===== src/rtl/txsf_pkg.sv =====
package txsf_pkg;
  typedef struct packed {
    logic push;
    logic pop;
    logic evt;
    logic syncNext;
    logic crcSet;
    logic softSet;
  } txStrobe_t;

  localparam int STATUS0_EMPTY_BIT   = 2;
  localparam int STATUS1_ALLSENT_BIT = 0;
endpackage


===== src/rtl/txsf_ctrl.sv =====
module txsf_ctrl
  import txsf_pkg::*;
#(
  parameter int CTRL_W   = 8,
  parameter int STOP_LSB = 2,
  parameter int STOP_W   = 2
) (
  input  logic              clk,
  input  logic              rstN,
  input  logic              softRst,
  input  logic              ctrlWr,
  input  logic [CTRL_W-1:0] ctrlData,
  input  logic              dataWr,
  input  logic              shiftIdle,
  input  logic              crcLast,
  input  logic              fifoFull,
  input  logic              fifoNotEmpty,
  output txStrobe_t         strobe,
  output logic              syncMode
);
  logic [STOP_W-1:0] stopField;
  logic              syncNext;

  assign stopField = ctrlData[STOP_LSB +: STOP_W];
  assign syncNext  = ctrlWr ? (stopField == '0) : syncMode;

  always_ff @(posedge clk or negedge rstN) begin
    if (!rstN) syncMode <= 1'b1;
    else       syncMode <= syncNext;
  end

  always_comb begin
    strobe.push     = dataWr && !fifoFull;
    strobe.pop      = shiftIdle && fifoNotEmpty;
    strobe.evt      = ctrlWr || strobe.push || strobe.pop;
    strobe.syncNext = syncNext;
    strobe.crcSet   = crcLast && syncNext;
    strobe.softSet  = softRst;
  end
endmodule


===== src/rtl/txsf_datapath.sv =====
module txsf_datapath
  import txsf_pkg::*;
#(
  parameter int DATA_W = 8,
  parameter int DEPTH  = 1
) (
  input  logic              clk,
  input  logic              rstN,
  input  txStrobe_t         strobe,
  input  logic [DATA_W-1:0] dataIn,
  input  logic              rdSel,
  output logic [7:0]        rdData,
  output logic [DATA_W-1:0] headByte,
  output logic              fifoFull,
  output logic              fifoNotEmpty,
  output logic              emptyFlag,
  output logic              allSentFlag
);
  localparam int PTR_W = (DEPTH > 1) ? $clog2(DEPTH) : 1;
  localparam int CNT_W = $clog2(DEPTH + 1);

  logic [CNT_W-1:0]  cnt, cntNext;
  logic [PTR_W-1:0]  wrPtr, rdPtr;
  logic [DATA_W-1:0] mem [DEPTH];
  logic              spaceNext;

  function automatic logic [PTR_W-1:0] bump(input logic [PTR_W-1:0] p);
    return (p == PTR_W'(DEPTH - 1)) ? '0 : p + PTR_W'(1);
  endfunction

  for (genvar i = 0; i < DEPTH; i++) begin : g_entry
    always_ff @(posedge clk) begin
      if (strobe.push && wrPtr == PTR_W'(i)) mem[i] <= dataIn;
    end
  end

  always_comb begin
    headByte = '0;
    for (int i = 0; i < DEPTH; i++) begin
      if (rdPtr == PTR_W'(i)) headByte = mem[i];
    end
  end

  assign cntNext      = cnt + CNT_W'(strobe.push) - CNT_W'(strobe.pop);
  assign spaceNext    = cntNext < CNT_W'(DEPTH);
  assign fifoFull     = cnt == CNT_W'(DEPTH);
  assign fifoNotEmpty = cnt != '0;

  always_ff @(posedge clk or negedge rstN) begin
    if (!rstN) begin
      cnt         <= '0;
      wrPtr       <= '0;
      rdPtr       <= '0;
      emptyFlag   <= 1'b1;
      allSentFlag <= 1'b0;
    end else begin
      cnt <= cntNext;
      if (strobe.push) wrPtr <= bump(wrPtr);
      if (strobe.pop)  rdPtr <= bump(rdPtr);
      emptyFlag   <= strobe.softSet || strobe.crcSet ||
                     (strobe.evt ? spaceNext : emptyFlag);
      allSentFlag <= strobe.evt ? (strobe.syncNext || spaceNext) : allSentFlag;
    end
  end

  always_comb begin
    rdData = '0;
    if (rdSel) rdData[STATUS1_ALLSENT_BIT] = allSentFlag;
    else       rdData[STATUS0_EMPTY_BIT]   = emptyFlag;
  end
endmodule


===== src/rtl/tx_status_flags.sv =====
module tx_status_flags
  import txsf_pkg::*;
#(
  parameter int DATA_W   = 8,
  parameter int DEPTH    = 1,
  parameter int STOP_LSB = 2,
  parameter int STOP_W   = 2
) (
  input  logic              clk,
  input  logic              rstN,
  input  logic              softRst,
  input  logic              ctrlWr,
  input  logic [7:0]        ctrlData,
  input  logic              dataWr,
  input  logic [DATA_W-1:0] dataIn,
  input  logic              shiftIdle,
  input  logic              crcLast,
  output logic              txPop,
  output logic [DATA_W-1:0] txByte,
  input  logic              rdSel,
  output logic [7:0]        rdData
);
  txStrobe_t strobe;
  logic      syncMode, fifoFull, fifoNotEmpty, emptyFlag, allSentFlag;

  txsf_ctrl #(.CTRL_W(8), .STOP_LSB(STOP_LSB), .STOP_W(STOP_W)) u_ctrl (
    .clk(clk), .rstN(rstN), .softRst(softRst), .ctrlWr(ctrlWr),
    .ctrlData(ctrlData), .dataWr(dataWr), .shiftIdle(shiftIdle),
    .crcLast(crcLast), .fifoFull(fifoFull), .fifoNotEmpty(fifoNotEmpty),
    .strobe(strobe), .syncMode(syncMode)
  );

  txsf_datapath #(.DATA_W(DATA_W), .DEPTH(DEPTH)) u_dp (
    .clk(clk), .rstN(rstN), .strobe(strobe), .dataIn(dataIn),
    .rdSel(rdSel), .rdData(rdData), .headByte(txByte),
    .fifoFull(fifoFull), .fifoNotEmpty(fifoNotEmpty),
    .emptyFlag(emptyFlag), .allSentFlag(allSentFlag)
  );

  assign txPop = strobe.pop;
endmodule


===== config.mk =====
export PLATFORM = sky130hd
export DESIGN_NAME = tx_status_flags
export DESIGN_NICKNAME = d
export VERILOG_FILES = /design/src/rtl/txsf_pkg.sv /design/src/rtl/txsf_ctrl.sv /design/src/rtl/txsf_datapath.sv /design/src/rtl/tx_status_flags.sv
export SDC_FILE = /design/constraint.sdc
export NUM_CORES = 1
export LEC_CHECK = 0
export ABC_AREA = 1
export BUFFER_PORTS_ARGS = -buffer_cell sky130_fd_sc_hd__buf_4
export CAP_MARGIN = 10
export CORE_MARGIN = 10
export CORE_UTILIZATION = 36
export CTS_CLUSTER_DIAMETER = 30
export CTS_CLUSTER_SIZE = 28
export DETAILED_ROUTE_END_ITERATION = 7
export PLACE_DENSITY = 0.79
export SLEW_MARGIN = 20
export SYNTH_ARGS = -nofsm -noshare
export SYNTH_HDL_FRONTEND = slang
export SYNTH_SLANG_ARGS = --single-unit

===== constraint.sdc =====
create_clock -name clk -period 1.29 [get_ports clk]
set_input_delay 0.258 -clock clk [delete_from_list [all_inputs] [get_ports clk]]
set_output_delay 0.258 -clock clk [all_outputs]
set_load 0.02 [all_outputs]

## After elaboration in Yosys (flattened, before gate mapping)

Memory sizes are Yosys's and may differ from the RTL's.
Index checks and enable logic that the tools add are counted.

| storage, ports and cells | value |
|---|---|
| logic and storage cells | 33 |
| register bits | 6 |
| bits in read-only memories | 0 |
| output and inout port bits | 17 |
| input port bits | 24 |
| bits in writable memories | 8 |
| memories kept | 1 |
| latch bits | 0 |

| cells by class | value |
|---|---|
| multipliers | 0 |
| bitwise operators | 1 |
| muxes and demuxes | 9 |
| equality and inequality tests | 0 |
| reduce and logical (&&, ||, !) cells | 11 |
| shift operators | 0 |
| add/sub/neg operators | 4 |
| divide/modulo/power cells | 0 |
| order comparisons | 1 |

Memories:

| memory | words | width | rd ports | clocked after memory_dff | wr ports | RTL line | RTL |
|---|---|---|---|---|---|---|---|
| u_dp.mem | 1 | 8 | 1 | 0 | 1 | txsf_datapath.sv:24 | `logic [DATA_W-1:0] mem [DEPTH];` |

Operator list:

| cell | number |
|---|---|
| 1-bit 2-to-1 mux | 8 |
| 8-bit 2-to-1 mux | 1 |
| 1-bit logical OR | 5 |
| 1-bit logical AND | 4 |
| 1-bit adder, second input constant | 2 |
| 2-bit zero test | 1 |
| 1-bit adder | 1 |
| 1-bit zero test | 1 |
| 1-bit less-than comparator, second input constant | 1 |
| 1-bit NOT | 1 |
| 1-bit subtractor | 1 |

## Depth between registers and ports, before layout

| depth | value |
|---|---|
| depth after elaboration | 7 |
| depth in mapped cells | 5 |
| depth with buffers taken out | 5 |

## Hierarchy

A second synthesis with hierarchy kept.

| unflattened totals | value |
|---|---|
| cells, all modules | 58 |
| area total of the unflattened synthesis | 569.3 um2 |

By module, submodules not included:

| module | seq. area each (um2) | instances | area an instance (um2) | cells an instance |
|---|---|---|---|---|
| txsf_datapath | 316.6 | 1 | 471.7 | 42 |
| txsf_ctrl | 26.3 | 1 | 97.6 | 16 |

## Worst setup path after synthesis

Ideal clock, no wire load.

| path | value |
|---|---|
| path type | register to output |
| start point | register u_dp.emptyFlag |
| end point | output port rdData[2] |
| arrival time | 0.816 ns |
| path slack | 0.216 ns |
| buffers on the path | 0 |
| data required time | 1.032 ns |
| stages on the path, launching flop included | 3 |
| cell sequence | dfstp_2 inv_1 nor2_1 |

| between the ends | value |
|---|---|
| longest elaborated chain between the ends | 1 |

RTL lines:

| element | RTL line | RTL |
|---|---|---|
| from (decl) | txsf_datapath.sv:16 | `output logic emptyFlag,` |
| from (signal assigned) | txsf_datapath.sv:60 | `emptyFlag <= strobe.softSet \|\| strobe.crcSet \|\|` |
| 1-bit 2-to-1 mux | txsf_datapath.sv:68 | `if (rdSel) rdData[STATUS1_ALLSENT_BIT] = allSentFlag;` |
| to (decl) | tx_status_flags.sv:21 | `output logic [7:0] rdData` |

Every way passes these cells.

## Worst setup path in the final report

Same ends and word-level chain as after synthesis.

==> results.sh <==
export IMPL_fin_util_pct=58.3
export IMPL_netlist_area_um2=502
export IMPL_drive_gt1_share_pct=52.6
export IMPL_ys_warn_count=0
export IMPL_worst_setup_path_type="reg -> out"
export IMPL_area_growth_pct=51.1
export IMPL_fin_skew_ns=0.00345
export IMPL_wl_per_cell_um=13.6
export IMPL_crit_family="flip-flops"
export IMPL_antenna_found_initial=0
export IMPL_ios=41
export IMPL_hold_path_class="in -> reg"
export IMPL_reg2reg_to="u_dp.allSentFlag$_DFFE_PN0P_"
export IMPL_n_antenna_cell=0
export IMPL_final_area_um2=758
export IMPL_whs_ns=0.162
export IMPL_drt_pass1_iter_count=4
export IMPL_ys_ff_latch=12
export IMPL_violations="setup timing"
export IMPL_clock_root_buffer="clkbuf_4"
export IMPL_crit_buf_inv=2
export IMPL_die_h_um=57.3
export IMPL_critPathRequiredTime_ns=1.03
export IMPL_viasPerCell=4.30
export IMPL_path_clk_slew_ns=0.07
export IMPL_path_cells="inv_2 > nor2_2 > buf_4"
export IMPL_p_leak_nw=0.383
export IMPL_arrival_ns=1.06
export IMPL_crit_path_max_incr_delay_ns=0.54
export IMPL_cp_max_fo=2
export IMPL_crit_slowest_cell="dfstp_2"
export IMPL_layout_min_cycle_time_ns=1.32
export IMPL_switching_share_pct=27.3
export IMPL_initial_core_util_pct=38.6
export IMPL_r2r_slack_ns=0.26
export IMPL_drv_slew=0
export IMPL_place_area_um2=704
export IMPL_synthCells=44
export IMPL_wl_um=1270
export IMPL_intPower_mw=0.660
export IMPL_drt_first_iter_violations=8
export IMPL_nets=103
export IMPL_seq_area_frac_synth_pct=68.3
export IMPL_pwr_share_comb_pct=23.0
export IMPL_p_per_area_nw_per_um2=1200
export IMPL_multi_input_area_um2=109
export IMPL_outcome="finished, violations left"
export IMPL_end_kind="output pin"
export IMPL_grt_pass1_wl_um=1860
export IMPL_rsz0062_at_grt="true"
export IMPL_die_w_um=57.3
export IMPL_placement_rows=13
export IMPL_cts_max_level=1
export IMPL_pwr_share_clk_pct=25.2
export IMPL_p_switching_mw=0.248
export IMPL_antenna_left=0
export IMPL_worstSetupStartpointType="flip-flop"
export IMPL_gr_total_overflow=0
export IMPL_worstSetupPathDepth=3
export IMPL_num_vias=400
export IMPL_clock_latency_ns=0.27
export IMPL_power_frac_seq_pct=51.8
export IMPL_finalHoldViolations=0
export IMPL_fill_cells=113
export IMPL_fmax_mhz=759
export IMPL_first_global_vias=435
export IMPL_layout_setup_ws_ns=-0.0272
export IMPL_hold_depth=1
export IMPL_cts_tree="yes"
export IMPL_place_congestion=0.735
export IMPL_cts_made_buffers=3
export IMPL_preCtsSetupSlack_ns=0.257
export IMPL_coreArea_um2=1300
export IMPL_grt_max_degree=10
export IMPL_place_hpwl_um=1090
export IMPL_postSynthAreaPerCell_um2=11.4
export IMPL_reg2regPathDepth=5
export IMPL_clock_sinks=12
export IMPL_io_buffers=28
export IMPL_track_usage_pct=7.18
export IMPL_drc=0
export IMPL_crit_start="u_dp.emptyFlag$_DFF_PN1_"
export IMPL_dieArea_um2=3290
export IMPL_vdd_ir_drop_max_mv=0.767
export IMPL_setup_viol=1
export IMPL_cts_buffer_depth=2
export IMPL_reg2reg_from="u_dp.fifoFull$_DFF_PN0_"
export IMPL_fin_crit_sh_pct=102
export IMPL_seqCellArea_um2=343
export IMPL_fin_tns_setup_ns=-0.0272
export IMPL_max_cap_violations=0
export IMPL_synth_cell_type_count=14
export IMPL_crit_end="rdData[2]"
-- synth_stat cells --
master,n,area (µm²)
o21ai_1,2,10.0
nand2_1,7,26.3
nor2_1,2,7.51
inv_2,2,7.51
dfstp_2,2,52.6
conb_1,1,3.75
buf_4,6,45.0
edfxtp_1,8,240
inv_1,5,18.8
nand3_1,2,10.0
nand4_1,2,12.5
nand2_2,2,12.5
a21oi_1,1,5.00
dfrtp_1,2,50.1
-- worst register-to-register path: cells and delay by family, from the launching register on --
family / cells / cell delay [ns]
AND/OR/NAND/NOR: 3 / 0.24
flip-flops: 1 / 0.41
buffers and inverters: 1 / 0.12
AO/OA/AOI/OAI: 1 / 0.14
-- worst min-delay path by stage --
stage                                         endpoint  startpoint  slack (ns)
after detailed placement  u_dp.allSentFlag$_DFFE_PN0P_        rstN        0.06
after global routing          u_dp.mem[0][6]$_DFFE_PP_   dataIn[6]        0.15
after CTS                     u_dp.mem[0][7]$_DFFE_PP_   dataIn[7]        0.17
final                         u_dp.mem[0][2]$_DFFE_PP_   dataIn[2]        0.16
after global placement    u_dp.allSentFlag$_DFFE_PN0P_        rstN        0.06
after floorplan           u_dp.allSentFlag$_DFFE_PN0P_        rstN       -0.04
-- kinds of logic after synthesis --
kind of cell    count (synthesis)  share of synthesized area (%)
simple gates                   15                           13.7
compound gates                  3                           2.99
flops                          12                           68.3
other cells                     1                          0.747
buf+inv                        13                           14.2
-- state kept, by name, summed over array words and instances, names as in the netlist --
register,cells
u_dp.fifoFull,1
u_dp.emptyFlag,1
u_ctrl.syncMode,1
u_dp.allSentFlag,1
u_dp.mem,8
-- cells in the final DEF (no fill, tap or decap) --
cell type / synthesis / final
nand2_1: 7 / 7
dfstp_2: 2 / 2
o21ai_1: 2 / 2
edfxtp_1: 8 / 8
conb_1: 1 / 6
nor2_2: 0 / 1
dlygate4sd3_1: 0 / 1
nor2_1: 2 / 1
dfrtp_1: 2 / 2
a21oi_1: 1 / 1
clkinv_1: 0 / 1
inv_2: 2 / 3
buf_4: 6 / 30
nand3_1: 2 / 2
clkbuf_4: 0 / 3
nand4_1: 2 / 2
inv_1: 5 / 4
nand2_2: 2 / 2
-- layer usage --
metal	vias to the layer above	routed length, µm	global-route usage (%)
met5	-	0	0
met4	0	15	3.02
met3	3	106	3.32
met1	172	515	7.14
li1	201	-	-
met2	24	630	12.6
-- what timing repair did --
item	4_1_cts	5_1_grt
resized for setup	0	2
endpoints found under the setup margin	1	2
buffers inserted	1	1
hold buffers	1	0
hold endpoints to repair	4	0
cloned	0	0
pin swaps	0	2
-- final cells by class --
| cell class | instances | share of cell area, % |
|---|---|---|
| clock buffers | 3 | 2.97 |
| well taps | 15 | 2.48 |
| clock inverters | 1 | 0.495 |
| multi-input cells | 24 | 14.4 |
| repair buffers | 31 | 31.0 |
| inverters | 7 | 3.47 |
| flip-flops and latches | 12 | 45.2 |
-- per-stage QoR --
stage | total power, mW | instances
floorplan | 0.589 | 49
global placement | 0.666 | 86
detailed placement | 0.673 | 86
CTS | 0.903 | 92
global route | 0.950 | 93
finish | 0.908 | 93
-- power groups by stage --
stage                     Combinational (mW)  Sequential (mW)  Clock (mW)
after floorplan                       0.0938            0.495           0
after CTS                              0.205            0.469       0.229
after global placement                 0.190            0.475           0
after detailed placement               0.196            0.477           0
after global routing                   0.226            0.474       0.249
final                                  0.209            0.470       0.229
(Power assumes the default switching activity.)
